**config.mk**
```make
export PLATFORM = sky130hd
export DESIGN_NAME = hart_timer_ctl
export DESIGN_NICKNAME = d
export VERILOG_FILES = /design/src/rtl/htc_pkg.sv /design/src/rtl/htc_ctl.sv /design/src/rtl/htc_datapath.sv /design/src/rtl/hart_timer_ctl.sv
export SDC_FILE = /design/constraint.sdc
export NUM_CORES = 1
export LEC_CHECK = 0
export BUFFER_PORTS_ARGS = -buffer_cell sky130_fd_sc_hd__clkbuf_2
export CELL_PAD_IN_SITES_DETAIL_PLACEMENT = 0
export CELL_PAD_IN_SITES_GLOBAL_PLACEMENT = 2
export CORE_MARGIN = 8
export CORE_UTILIZATION = 26
export CTS_CLUSTER_DIAMETER = 80
export DETAILED_ROUTE_END_ITERATION = 8
export GPL_ROUTABILITY_DRIVEN = 0
export PLACE_DENSITY_LB_ADDON = 0.1
export SLEW_MARGIN = 25
export SYNTH_ARGS = -nofsm -noshare
export SYNTH_HDL_FRONTEND = slang
export SYNTH_SLANG_ARGS = --single-unit
```
**constraint.sdc**
```tcl
create_clock -name clk -period 5.2 [get_ports clk]
set_input_delay 1.04 -clock clk [delete_from_list [all_inputs] [get_ports clk]]
set_output_delay 1.04 -clock clk [all_outputs]
set_load 0.01 [all_outputs]
```
**src/rtl/htc_pkg.sv**
```systemverilog
package htc_pkg;
  typedef enum logic [2:0] {
    RD_NONE,
    RD_SWI,
    RD_CMP_LO,
    RD_CMP_HI,
    RD_TIME_LO,
    RD_TIME_HI
  } rdSel_e;

  typedef struct packed {
    logic       swiWr;
    logic       cmpLoWr;
    logic       cmpHiWr;
    rdSel_e     rdSel;
    logic [7:0] hart;
  } strobe_t;
endpackage

```
**src/rtl/htc_ctl.sv**
```systemverilog
module htc_ctl
  import htc_pkg::*;
#(
  parameter int unsigned NUM_HARTS = 4,
  parameter int unsigned ADDR_W    = 16,
  parameter logic [ADDR_W-1:0] SWI_BASE  = 'h0000,
  parameter logic [ADDR_W-1:0] CMP_BASE  = 'h4000,
  parameter logic [ADDR_W-1:0] TIME_BASE = 'hBFF8
) (
  input  logic              clk,
  input  logic              rstN,
  input  logic              busSel,
  input  logic              busWe,
  input  logic [ADDR_W-1:0] busAddr,
  output strobe_t           stb,
  output logic              busReady
);
  localparam logic [ADDR_W-1:0] SWI_SPAN  = ADDR_W'(4 * NUM_HARTS);
  localparam logic [ADDR_W-1:0] CMP_SPAN  = ADDR_W'(8 * NUM_HARTS);
  localparam logic [ADDR_W-1:0] TIME_HIGH = TIME_BASE + ADDR_W'(4);

  logic [ADDR_W-1:0] swiOff, cmpOff;
  logic              swiHit, cmpHit, timeLoHit, timeHiHit;

  always_comb begin
    swiOff    = busAddr - SWI_BASE;
    cmpOff    = busAddr - CMP_BASE;
    swiHit    = (busAddr >= SWI_BASE) && (swiOff < SWI_SPAN) && (swiOff[1:0] == 2'b00);
    cmpHit    = (busAddr >= CMP_BASE) && (cmpOff < CMP_SPAN) && (cmpOff[1:0] == 2'b00);
    timeLoHit = (busAddr == TIME_BASE);
    timeHiHit = (busAddr == TIME_HIGH);
  end

  always_comb begin
    stb = '0;
    stb.rdSel = RD_NONE;
    if (swiHit) begin
      stb.hart = 8'(swiOff >> 2);
    end else if (cmpHit) begin
      stb.hart = 8'(cmpOff >> 3);
    end
    if (busSel && busWe) begin
      stb.swiWr   = swiHit;
      stb.cmpLoWr = !swiHit && cmpHit && !cmpOff[2];
      stb.cmpHiWr = !swiHit && cmpHit && cmpOff[2];
    end else if (busSel) begin
      if (swiHit)         stb.rdSel = RD_SWI;
      else if (cmpHit)    stb.rdSel = cmpOff[2] ? RD_CMP_HI : RD_CMP_LO;
      else if (timeLoHit) stb.rdSel = RD_TIME_LO;
      else if (timeHiHit) stb.rdSel = RD_TIME_HI;
    end
  end

  always_ff @(posedge clk) begin
    if (!rstN) busReady <= 1'b0;
    else       busReady <= busSel;
  end
endmodule

```
**src/rtl/htc_datapath.sv**
```systemverilog
module htc_datapath
  import htc_pkg::*;
#(
  parameter int unsigned NUM_HARTS = 4,
  parameter int unsigned DATA_W    = 32
) (
  input  logic                          clk,
  input  logic                          rstN,
  input  logic                          tickEn,
  input  strobe_t                       stb,
  input  logic [DATA_W-1:0]             busWdata,
  output logic [DATA_W-1:0]             busRdata,
  output logic [NUM_HARTS-1:0]          timerIrq,
  output logic [NUM_HARTS-1:0]          swIrq,
  output logic [2*DATA_W-1:0]           timeNow,
  output logic [NUM_HARTS*2*DATA_W-1:0] cmpFlat
);
  localparam int unsigned TIME_W = 2 * DATA_W;
  localparam int unsigned HART_W = (NUM_HARTS > 1) ? $clog2(NUM_HARTS) : 1;

  logic [TIME_W-1:0] timeCnt;
  logic [TIME_W-1:0] cmpReg [NUM_HARTS];
  logic [HART_W-1:0] hIdx;
  logic [DATA_W-1:0] rdNext;

  assign hIdx    = stb.hart[HART_W-1:0];
  assign timeNow = timeCnt;

  always_ff @(posedge clk) begin
    if (!rstN)       timeCnt <= '0;
    else if (tickEn) timeCnt <= timeCnt + TIME_W'(1);
  end

  for (genvar h = 0; h < NUM_HARTS; h++) begin : g_hart
    logic selThis;
    assign selThis = (stb.hart == 8'(h));

    always_ff @(posedge clk) begin
      if (!rstN) begin
        cmpReg[h] <= '0;
        swIrq[h]  <= 1'b0;
      end else begin
        if (stb.cmpLoWr && selThis) cmpReg[h][DATA_W-1:0]      <= busWdata;
        if (stb.cmpHiWr && selThis) cmpReg[h][TIME_W-1:DATA_W] <= busWdata;
        if (stb.swiWr && selThis)   swIrq[h] <= busWdata[0];
      end
    end

    always_ff @(posedge clk) begin
      if (!rstN) timerIrq[h] <= 1'b1;
      else       timerIrq[h] <= (cmpReg[h] <= timeCnt);
    end

    assign cmpFlat[h*TIME_W +: TIME_W] = cmpReg[h];
  end

  always_comb begin
    rdNext = '0;
    case (stb.rdSel)
      RD_SWI:     rdNext = DATA_W'(swIrq[hIdx]);
      RD_CMP_LO:  rdNext = cmpReg[hIdx][DATA_W-1:0];
      RD_CMP_HI:  rdNext = cmpReg[hIdx][TIME_W-1:DATA_W];
      RD_TIME_LO: rdNext = timeCnt[DATA_W-1:0];
      RD_TIME_HI: rdNext = timeCnt[TIME_W-1:DATA_W];
      default:    rdNext = '0;
    endcase
  end

  always_ff @(posedge clk) begin
    if (!rstN) busRdata <= '0;
    else       busRdata <= rdNext;
  end
endmodule

```
**src/rtl/hart_timer_ctl.sv**
```systemverilog
module hart_timer_ctl
  import htc_pkg::*;
#(
  parameter int unsigned NUM_HARTS = 4,
  parameter int unsigned ADDR_W    = 16,
  parameter logic [ADDR_W-1:0] SWI_BASE  = 'h0000,
  parameter logic [ADDR_W-1:0] CMP_BASE  = 'h4000,
  parameter logic [ADDR_W-1:0] TIME_BASE = 'hBFF8
) (
  input  logic                 clk,
  input  logic                 rstN,
  input  logic                 tickEn,
  input  logic                 busSel,
  input  logic                 busWe,
  input  logic [ADDR_W-1:0]    busAddr,
  input  logic [31:0]          busWdata,
  output logic [31:0]          busRdata,
  output logic                 busReady,
  output logic [NUM_HARTS-1:0] timerIrq,
  output logic [NUM_HARTS-1:0] swIrq
);
  strobe_t                stb;
  logic [63:0]            timeNow;
  logic [NUM_HARTS*64-1:0] cmpFlat;

  htc_ctl #(
    .NUM_HARTS(NUM_HARTS), .ADDR_W(ADDR_W),
    .SWI_BASE(SWI_BASE), .CMP_BASE(CMP_BASE), .TIME_BASE(TIME_BASE)
  ) u_ctl (
    .clk(clk), .rstN(rstN), .busSel(busSel), .busWe(busWe),
    .busAddr(busAddr), .stb(stb), .busReady(busReady)
  );

  htc_datapath #(.NUM_HARTS(NUM_HARTS), .DATA_W(32)) u_dp (
    .clk(clk), .rstN(rstN), .tickEn(tickEn), .stb(stb),
    .busWdata(busWdata), .busRdata(busRdata), .timerIrq(timerIrq),
    .swIrq(swIrq), .timeNow(timeNow), .cmpFlat(cmpFlat)
  );
endmodule

```
==> results.sh <==
export IMPL_hold_path_class="flip-flop to flip-flop"
export IMPL_cp_required_ns=5.53
export IMPL_ant_nets=0
export IMPL_vias=16268
export IMPL_worstMarginPinSlew_ns=1.076
export IMPL_yosys_area_top_type="edfxtp_1"
export IMPL_drive_gt1_frac=0.1119
export IMPL_first_iter_violations=1403
export IMPL_fmax_mhz=260.6
export IMPL_grt_pass1_wl_mm=117.5
export IMPL_synth_adder_area_share=0.1522
export IMPL_end_kind="flip-flop"
export IMPL_syn_area_sq_um=21130
export IMPL_yosysWarnings=0
export IMPL_period_share=0.7380
export IMPL_grt_start_max_net_pins=67
export IMPL_numCtsBuffers=48
export IMPL_grt_pass1_vias=16092
export IMPL_synth_top_area_frac=0.3638
export IMPL_final_cells=3201
export IMPL_leakage_nw=8.937
export IMPL_grt_use_total=0.1768
export IMPL_fin_nets=2408
export IMPL_clk_path_buf_depth=3
export IMPL_seqPwrFrac=0.451
export IMPL_max_cap_violations=0
export IMPL_comb_power_share=0.069
export IMPL_finalPower_mw=7.272
export IMPL_cts_hold_buf=0
export IMPL_antenna_found_initial=2
export IMPL_initial_utilization=0.2623
export IMPL_die_h_um=301.1
export IMPL_core_region_area_sq_um=80550
export IMPL_cts_resized=0
export IMPL_crit_fanout=34
export IMPL_synth_compound_area_frac=0.1396
export IMPL_setup_viol=0
export IMPL_relSlewSlack=0.2749
export IMPL_power_switching_mw=1.810
export IMPL_clock_sinks=361
export IMPL_start_kind="input port"
export IMPL_fillers=8203
export IMPL_clock_latency_ns=0.59
export IMPL_slew_violations=0
export IMPL_synthFlopType="edfxtp_1"
export IMPL_synth_common_cells="258 x and2_1, 257 x ha_1, 256 x edfxtp_1, 166 x nand2_1, 109 x nor2_1"
export IMPL_powerDensity_nw_per_um2=295.0
export IMPL_min_period_ns=3.837
export IMPL_status="completed"
export IMPL_ys_seq_area_frac=0.4633
export IMPL_drc=0
export IMPL_holdPathStages=2
export IMPL_synth_most_common_cell="and2_1"
export IMPL_avgSynthCellArea_sq_um=10.53
export IMPL_syn_nets=2317
export IMPL_rows=104
export IMPL_drt_wl_total_mm=82.28
export IMPL_synthSimpleGateAreaFrac=0.1905
export IMPL_cts_tree="built"
export IMPL_switching_share=0.2489
export IMPL_rsz0062_at_grt="false"
export IMPL_synth_area_top_cells="edfxtp_1 36%, ha_1 15%, dfxtp_1 9.9%, and2_1 7.6%, a222oi_1 3.1%"
export IMPL_synth_xor_area_frac=0.02362
export IMPL_root_buffer="clkbuf_16"
export IMPL_ctsHtreeMaxLevel=2
export IMPL_routedWlPerCell_um=25.70
export IMPL_dp_cells=3108
export IMPL_die_width_um=301.1
export IMPL_first_pass_iters=9
export IMPL_worstPathArrival_ns=4.17
export IMPL_finClkSkew_ns=0.01345
export IMPL_ys_ff_latch=361
export IMPL_ios=94
export IMPL_path_class="input port to flip-flop"
export IMPL_portBuffers=93
export IMPL_synth_edf_count=256
export IMPL_netlist_instances=2007
export IMPL_synthMuxAreaShare=0.0004737
export IMPL_async_flop_share=0
export IMPL_grt_overflow=0
export IMPL_dp_hpwl_mm=63.08
export IMPL_via_per_inst=5.082
export IMPL_postCtsSetupBuffers=0
export IMPL_clkTransAtPathRegs_ns=0.05
export IMPL_reg2regPathDepth=8
export IMPL_dieArea_sq_um=90650
export IMPL_synth_distinct_cells=53
export IMPL_area_delta_synth_final_pct=16.65
export IMPL_power_frac_clock=0.480
export IMPL_hold_viol=0
export IMPL_synth_top_family_by_area="simple AND/OR/NAND/NOR gates"
export IMPL_max_vdd_ir_drop_v=0.0002055
export IMPL_p_int_mw=5.462
-- through the flow --
stage / hold slack [ns] / instance area [sq um] / setup TNS, ns / utilization / setup slack [ns]
2_1_floorplan: 0.4581 / 21130 / -28.48 / - / -0.2256
3_3_place_gp: 0.4675 / 23000 / 0 / 0.2855 / 0.8629
3_5_place_dp: 0.4840 / 23000 / 0 / 0.2856 / 0.8967
4_1_cts: 0.4992 / 24630 / 0 / 0.3058 / 1.492
5_1_grt: 0.5168 / 24640 / 0 / 0.3059 / 1.377
6_report: 0.4967 / 24650 / 0 / 0.3060 / 1.363
-- final cells by class --
| cell class | instances | area, sq um | area share |
|---|---|---|---|
| inverters | 75 | 281.5 | 0.01142 |
| diodes | 5 | 12.51 | 0.0005076 |
| flip-flops and latches | 361 | 9789 | 0.3971 |
| clock inverters | 32 | 357.8 | 0.01452 |
| well taps | 1060 | 1326 | 0.05380 |
| clock buffers | 56 | 1272 | 0.05162 |
| multi-input cells | 1486 | 10870 | 0.4410 |
| repair buffers | 126 | 738.2 | 0.02995 |
-- sequential cells by signal (all words and copies together) (netlist names) --
name / count
u_dp.cmpReg: 256
u_dp.timeNow: 64
u_dp.busRdata: 32
u_dp.swIrq: 4
u_dp.timerIrq: 4
u_ctl.busReady: 1
-- per-layer routing --
layer | GRT usage | wire length [um] | vias to the layer above
met1 | 0.2709 | 42320 | 8051
met2 | 0.2581 | 34380 | 377
met4 | 0.04334 | 1980 | 0
met5 | 0 | 0 | -
li1 | - | - | 7744
met3 | 0.02409 | 3605 | 96
-- cell families after synthesis --
kind of cell | count (synthesis)
AND/OR/NAND/NOR | 760
AO/OA/AOI/OAI | 411
flip-flops | 361
adder cells (fa/ha/maj) | 257
buffers and inverters | 160
XOR/XNOR | 57
multiplexers | 1
-- worst max-delay path: stages --
cell	delay (ns)
clkbuf_2	0.09
or4_1	0.54
or3_4	0.51
a21o_2	0.47
buf_4	0.40
a222oi_1	0.54
nand2_1	0.12
nand2_1	0.11
o221ai_1	0.30
-- layout by cell type, fill, tap and decap left out, types with 9 or more instances in the layout --
cell,n
a211o_1,9
a21boi_0,29
a21o_1,29
a21oi_1,99
a222oi_1,65
a2bb2oi_1,31
and2_1,258
buf_4,31
clkbuf_16,49
clkbuf_2,93
clkinv_2,9
dfxtp_1,105
edfxtp_1,256
ha_1,257
inv_1,74
nand2_1,166
nand3_1,39
nand4_1,71
nor2_1,101
nor2b_1,11
nor3_1,31
nor4_1,22
o211ai_1,17
o21ai_0,55
o221ai_1,28
or3_1,11
or4_1,9
xnor2_1,57
-- worst paths after layout --
| path | slack, ns | endpoint | from |
|---|---|---|---|
| worst max-delay path | 1.36 | u_dp.busRdata[19] | busAddr[6] |
| worst min-delay path | 0.50 | u_dp.timeNow[31] | u_dp.timeNow[31] |
| worst max register to register | 1.69 | u_dp.timerIrq[1] | u_dp.timeNow[60] |
| worst min register to register | 0.50 | u_dp.timeNow[31] | u_dp.timeNow[31] |
-- power by group through the flow --
stage	combinational (mW)	clock, mW	sequential, mW
after floorplan	0.284	0	3.29
after global placement	0.502	0	3.34
after detailed placement	0.508	0	3.34
after CTS	0.510	3.59	3.28
after global routing	0.568	3.69	3.29
final	0.503	3.49	3.28
Note: power is estimated with default switching activity, not from simulation.
